`config.mk`:
```
export PLATFORM = sky130hd
export DESIGN_NAME = fault_streak_monitor
export DESIGN_NICKNAME = d
export VERILOG_FILES = /design/src/rtl/fault_streak_monitor.sv
export SDC_FILE = /design/constraint.sdc
export NUM_CORES = 1
export LEC_CHECK = 0
export BUFFER_PORTS_ARGS = -buffer_cell sky130_fd_sc_hd__buf_4
export CORE_ASPECT_RATIO = 0.9
export CORE_MARGIN = 3
export CORE_UTILIZATION = 25
export CTS_BUF_LIST = sky130_fd_sc_hd__clkbuf_8
export DETAILED_ROUTE_END_ITERATION = 16
export HOLD_SLACK_MARGIN = 0.03
export MAX_ROUTING_LAYER = met4
export PLACE_DENSITY = 0.55
export SETUP_SLACK_MARGIN = 0.05
export SLEW_MARGIN = 20
export SYNTH_ARGS = -nofsm -noshare
export SYNTH_HDL_FRONTEND = slang
export SYNTH_SLANG_ARGS = --single-unit
```
`constraint.sdc`:
```
create_clock -name clk -period 4 [get_ports clk]
set_input_delay 0.4 -clock clk [delete_from_list [all_inputs] [get_ports clk]]
set_output_delay 0.4 -clock clk [all_outputs]
set_load 0.01 [all_outputs]
```
`src/rtl/fault_streak_monitor.sv`:
```
module fault_streak_monitor #(
  parameter int DATA_W = 10,
  parameter int CFG_W  = 8,
  parameter int NFLD_W = 4
) (
  input  logic              clk,
  input  logic              rst_n,
  input  logic              scan_valid,
  input  logic [DATA_W-1:0] sample,
  input  logic [DATA_W-1:0] limit_hi,
  input  logic [DATA_W-1:0] limit_lo,
  input  logic [CFG_W-1:0]  chan_cfg,
  input  logic              clear_alarm,
  output logic              alarm_hi,
  output logic              alarm_lo,
  output logic              irq
);
  localparam int RUN_W   = NFLD_W + 1;
  localparam int RUN_MAX = 1 << NFLD_W;

  logic [NFLD_W-1:0] nfield;
  logic [RUN_W-1:0]  run_q, run_d, need;
  logic              side_hi_q, side_valid_q;
  logic              hi_flt, lo_flt, any_flt, same_side, hit;
  logic              unused_cfg;

  assign nfield     = chan_cfg[CFG_W-1 -: NFLD_W];
  assign unused_cfg = ^chan_cfg[CFG_W-NFLD_W-1:0];
  assign need       = {1'b0, nfield} + RUN_W'(1);

  assign hi_flt    = sample > limit_hi;
  assign lo_flt    = !hi_flt && (sample < limit_lo);
  assign any_flt   = hi_flt || lo_flt;
  assign same_side = side_valid_q && (side_hi_q == hi_flt);

  always_comb begin
    if (!any_flt)
      run_d = '0;
    else if (!same_side)
      run_d = RUN_W'(1);
    else if (run_q == RUN_W'(RUN_MAX))
      run_d = run_q;
    else
      run_d = run_q + RUN_W'(1);
  end

  assign hit = scan_valid && any_flt && (run_d >= need);

  always_ff @(posedge clk) begin
    if (!rst_n) begin
      run_q        <= '0;
      side_hi_q    <= 1'b0;
      side_valid_q <= 1'b0;
      alarm_hi     <= 1'b0;
      alarm_lo     <= 1'b0;
    end else begin
      if (scan_valid) begin
        run_q        <= run_d;
        side_hi_q    <= hi_flt;
        side_valid_q <= any_flt;
      end
      alarm_hi <= (hit && hi_flt) || (alarm_hi && !clear_alarm);
      alarm_lo <= (hit && lo_flt) || (alarm_lo && !clear_alarm);
    end
  end

  assign irq = alarm_hi || alarm_lo;
endmodule


```
# Word level (Yosys, flattened, before mapping)
# Index checks and enable logic that the tools add are counted.
# Widths: inputs -> output; s select.
[totals]
regBits = 9
out_inout_bits = 3
word_cells = 29
[op_classes]
add_sub_neg = 2
magnitude_cmp = 3
n_eq_ne = 2
mux = 3
reduce_logical = 14
[op_table]
columns = ["op", "count"]
rows = [
  ["$mux 5", 3],
  ["$gt 10x10->1", 1],
  ["$lt 10x10->1", 1],
  ["$logic_and 1x1->1", 8],
  ["$add 4x1->5 const B", 1],
  ["$add 5x1->5 const B", 1],
  ["$eq 5x5->1 const B", 1],
  ["$ge 5x5->1", 1],
  ["$logic_or 1x1->1", 4],
  ["$logic_not 1->1", 2],
  ["$eq 1x1->1", 1],
]

# Logic depth before layout (Yosys ltp)
[logic_depth]
ltp_word = 9
mapped_depth = 16
mapped_depth_nobuf = 15

# Worst setup path before layout
# Ideal clock, no wire load.
[synth_path]
path_type = "input port to flip-flop"
from = "input port limit_hi[5]"
to = "register alarm_lo"
setup_time_ns = 0.071
t_arrival_ns = 3.066
t_required_ns = 3.929
slack_ns = 0.863
cell_stages = 16
n_path_buf = 1
path_cell_list = "inv_1 ha_1 a21oi_2 o21ai_1 a2111o_1 and3_2 clkbuf_1 o21ai_0 o21ai_0 ha_1 nand2b_1 a21oi_1 nor2b_1 o21ai_0 a2111o_1 a21oi_1"
[synth_via]
elab_chain_cells = 9
elab_cells_between_ends = 13
cone_classes = "order compare (2); eq/ne (1); mux (2); reduce/logical (8)"
[synth_lines]
columns = ["item", "line", "text"]
rows = [
  ["start, declared", "10", "input logic [DATA_W-1:0] limit_hi,"],
  ["$gt 10x10->1 (*)", "31", "assign hi_flt = sample > limit_hi;"],
  ["$eq 1x1->1 / $logic_not 1->1 (equally long branches)", "34, 32", ""],
  ["$logic_and 1x1->1 (on tied branches)", "34, 32", ""],
  ["$mux 5 / $logic_or 1x1->1 (equally long branches)", "39, 33", ""],
  ["$mux 5", "37", "if (!any_flt)"],
  ["$ge 5x5->1", "47", "assign hit = scan_valid && any_flt && (run_d >= need);"],
  ["$logic_and 1x1->1", "47", ""],
  ["$logic_and 1x1->1 (*)", "63", "alarm_lo <= (hit && lo_flt) || (alarm_lo && !clear_alarm);"],
  ["$logic_or 1x1->1 (*)", "63", ""],
  ["end signal, assigned", "63", ""],
  ["end, declared", "15", "output logic alarm_lo,"],
]
# Mark *: on every way between the ends. The rest lies on a longest branch, timed or not.
# A chain may end at the register's enable or synchronous reset.

# Worst setup path after layout
[layout_path]
from = "input port sample[3]"
to = "register alarm_lo"
[layout_via]
elab_chain_cells = 9
elab_cells_between_ends = 14
cone_classes = "order compare (3); eq/ne (1); mux (2); reduce/logical (8)"
[layout_lines]
columns = ["item", "line", "text"]
rows = [
  ["start, declared", "9", "input logic [DATA_W-1:0] sample,"],
  ["$gt 10x10->1", "31", ""],
  ["$eq 1x1->1 / $logic_not 1->1 (equally long branches)", "34, 32", ""],
  ["$logic_and 1x1->1 (on tied branches)", "34, 32", ""],
  ["$mux 5 / $logic_or 1x1->1 (equally long branches)", "39, 33", ""],
  ["$mux 5", "37", ""],
  ["$ge 5x5->1", "47", ""],
  ["$logic_and 1x1->1", "47", ""],
  ["$logic_and 1x1->1 (*)", "63", ""],
  ["$logic_or 1x1->1 (*)", "63", ""],
]
# Marked as above.

==> impl_metrics.ini <==
[clock_network]
postCtsHoldBufs = 0
clk_pin_slew_ns = 0.05
tritoncts = done
htree_levels = 1
cts_buffers = 3
clock_sinks = 9
cts_resized = 0
clock_latency_ns = 0.24
cts_setup_buffers = 0
clockRootBuffer = clkbuf_8
clock_path_buffers = 2

[route]
viasPerCell = 4.686
wl_per_cell_um = 11.33
drt-initial-drc-count = 60
first_pass_iters = 4
vias = 1298
antenna_left = 0
wl_um = 3138
drc_errors = 0

[power]
p_sw_share_pct = 32.35
internal_power_uw = 227.6
power_density_nw_per_um2 = 194.6
pwr-share-clk_pct = 32.0
max-vdd-ir-drop_uv = 78.45
power_switching_uw = 108.9
pwr-share-seq_pct = 29.4
p_leak_uw = 0.0008201
pwr-share-comb_pct = 38.7

[timing]
finClkSkew_ns = 0.001555
final.setup.tns_ns = 0
slew_headroom_pct = 66.94
post-route-worst-setup-slack_ns = 0.8280
drv_slew = 0
tightest_slew_ns = 0.4922
fmax_ghz = 0.3153
period_share_pct = 79.30
finalSetupViolations = 0
fin_crit_ns = 3.172
rsz0062_at_grt = false
hold_viol = 0

[global_route]
grt_max_degree = 15
grt_overflow = 0
grt_util_met1_pct = 15.59
grt_pass1_wl_um = 5368
grtUsageMet2_pct = 17.76
antenna_found_initial = 0
grt_use_met3_pct = 2.542
grt.total_usage_pct = 11.55
top_usage_layer = met2
first_global_vias = 1207

[die]
ios = 45
num_rows = 24
placeableCoreArea_um2 = 4955
die_w_um = 82.12
start_util_pct = 26.31
die-area_um2 = 6119
die_height_um = 74.51

[synthesis]
netlist_area_um2 = 1304
synthArstFlopShare_pct = 0
synth_warnings = 0
synth_edf_count = 0
synth_ff_type = dfxtp_1
syn_nets = 239
ys_seq_area_share_pct = 13.82
avgSynthCellArea_um2 = 7.669
syn_inst = 170
ys_ff_latch = 9
synth_cell_type_count = 41

[worst_setup_path]
worstSetupPathType = in2reg
worst_setup_path_start_kind = primary input
arrival_ns = 3.34
required_ns = 4.17
setup.worst_path.end_class = register
crit_fanout = 8

[cells_and_area]
utilization_pct = 34.90
diodes = 0
layout-drive-gt1-share_pct = 24.53
final_common_cell = buf_4
nNetsFinal = 282
final_cell_mix = buf_4 (42), inv_1 (28), ha_1 (27)
area_growth_syn_to_layout_pct = 32.63

[worst_hold_path]
holdCritPathClass = in2reg

[place]
io_buffers = 40
globalplace.congestion = 0.8427
hpwlAfterDp_um = 2663
pre_cts_ws_ns = 0.6062

[outcome]
status = finished clean

[run]
maxCapViolCount = 0
sequential cells by signal, indices dropped and copies added, names as in the netlist:
register,cells
side_hi_q,1
run_q,5
alarm_hi,1
alarm_lo,1
side_valid_q,1
synth_stat cells, drive strengths merged (4+ instances only):
library cell | number | area share [%]
inv | 27 | 7.8
a21oi | 8 | 3.4
nand3 | 6 | 2.3
ha | 27 | 26
o2111ai | 5 | 3.4
a211oi | 4 | 2.3
o21ai | 10 | 4.1
nor2 | 15 | 4.3
nand2b | 9 | 4.3
nand2 | 7 | 2.0
dfxtp | 9 | 14
power groups by stage:
stage | sequential [µW] | clock [µW] | combinational (µW)
6_report | 98.9 | 108 | 130
5_1_grt | 99.8 | 119 | 150
4_1_cts | 98.7 | 111 | 131
3_5_place_dp | 101 | 0 | 131
3_3_place_gp | 101 | 0 | 129
2_1_floorplan | 97.7 | 0 | 78.5
layout make-up:
type                       count  area (µm²)
timing repair buffer          42       315.3
clock buffer                   3       41.29
sequential                     9       180.2
multi-input combinational    129        1002
clock inverter                 1       3.754
fill                         546        3226
inverter                      28       105.1
tap                           65       81.33
cells by family (layout without fill, tap and decap cells):
family / count (synthesis) / in the layout / synth area share, %
adder cells (fa/ha/maj): 27 / 27 / 25.91
flip-flops: 9 / 9 / 13.82
AO/OA/AOI/OAI: 43 / 43 / 25.43
buffers and inverters: 32 / 74 / 9.309
multiplexers: 1 / 1 / 0.7678
AND/OR/NAND/NOR: 52 / 52 / 20.73
XOR/XNOR: 6 / 6 / 4.031
critical path: stages:
cell,delay (ns)
buf_4,0.12
ha_1,0.31
a21oi_1,0.16
o21ai_1,0.09
a2111o_1,0.49
and3_2,0.29
o21ai_0,0.16
o21ai_0,0.14
ha_1,0.31
nand2b_1,0.09
a21oi_1,0.06
nor2b_1,0.09
o21ai_0,0.10
a2111o_1,0.38
a21oi_1,0.14
stage by stage:
step                      instance area (µm²)  hold slack [ns]  std cells  power (µW)
after floorplan                          1304           0.4961        170       176.1
after global placement                   1684           0.4751        273       229.5
after detailed placement                 1684           0.4814        273       231.3
after CTS                                1729           0.4253        277       341.5
after global routing                     1729           0.4263        277       367.9
final                                    1729           0.4313        277       336.4
routing by layer:
layer  up-vias  routed length, µm
li1        701                  -
met1       566               1526
met2        29               1436
met3         2                159
met4         0                 16
met5         -                  0
worst paths after layout:
| path | start | end | slack (ns) | depth (start not counted) |
|---|---|---|---|---|
| min reg2reg | alarm_hi$_SDFF_PN0_ | alarm_hi$_SDFF_PN0_ | 0.49 | 2 |
| min | clear_alarm | alarm_lo$_SDFF_PN0_ | 0.43 | 3 |
| max | sample[3] | alarm_lo$_SDFF_PN0_ | 0.83 | 15 |
| max reg2reg | run_q[0]$_SDFFE_PN0P_ | alarm_lo$_SDFF_PN0_ | 1.53 | 12 |
Note: power is estimated with default switching activity, not from simulation.
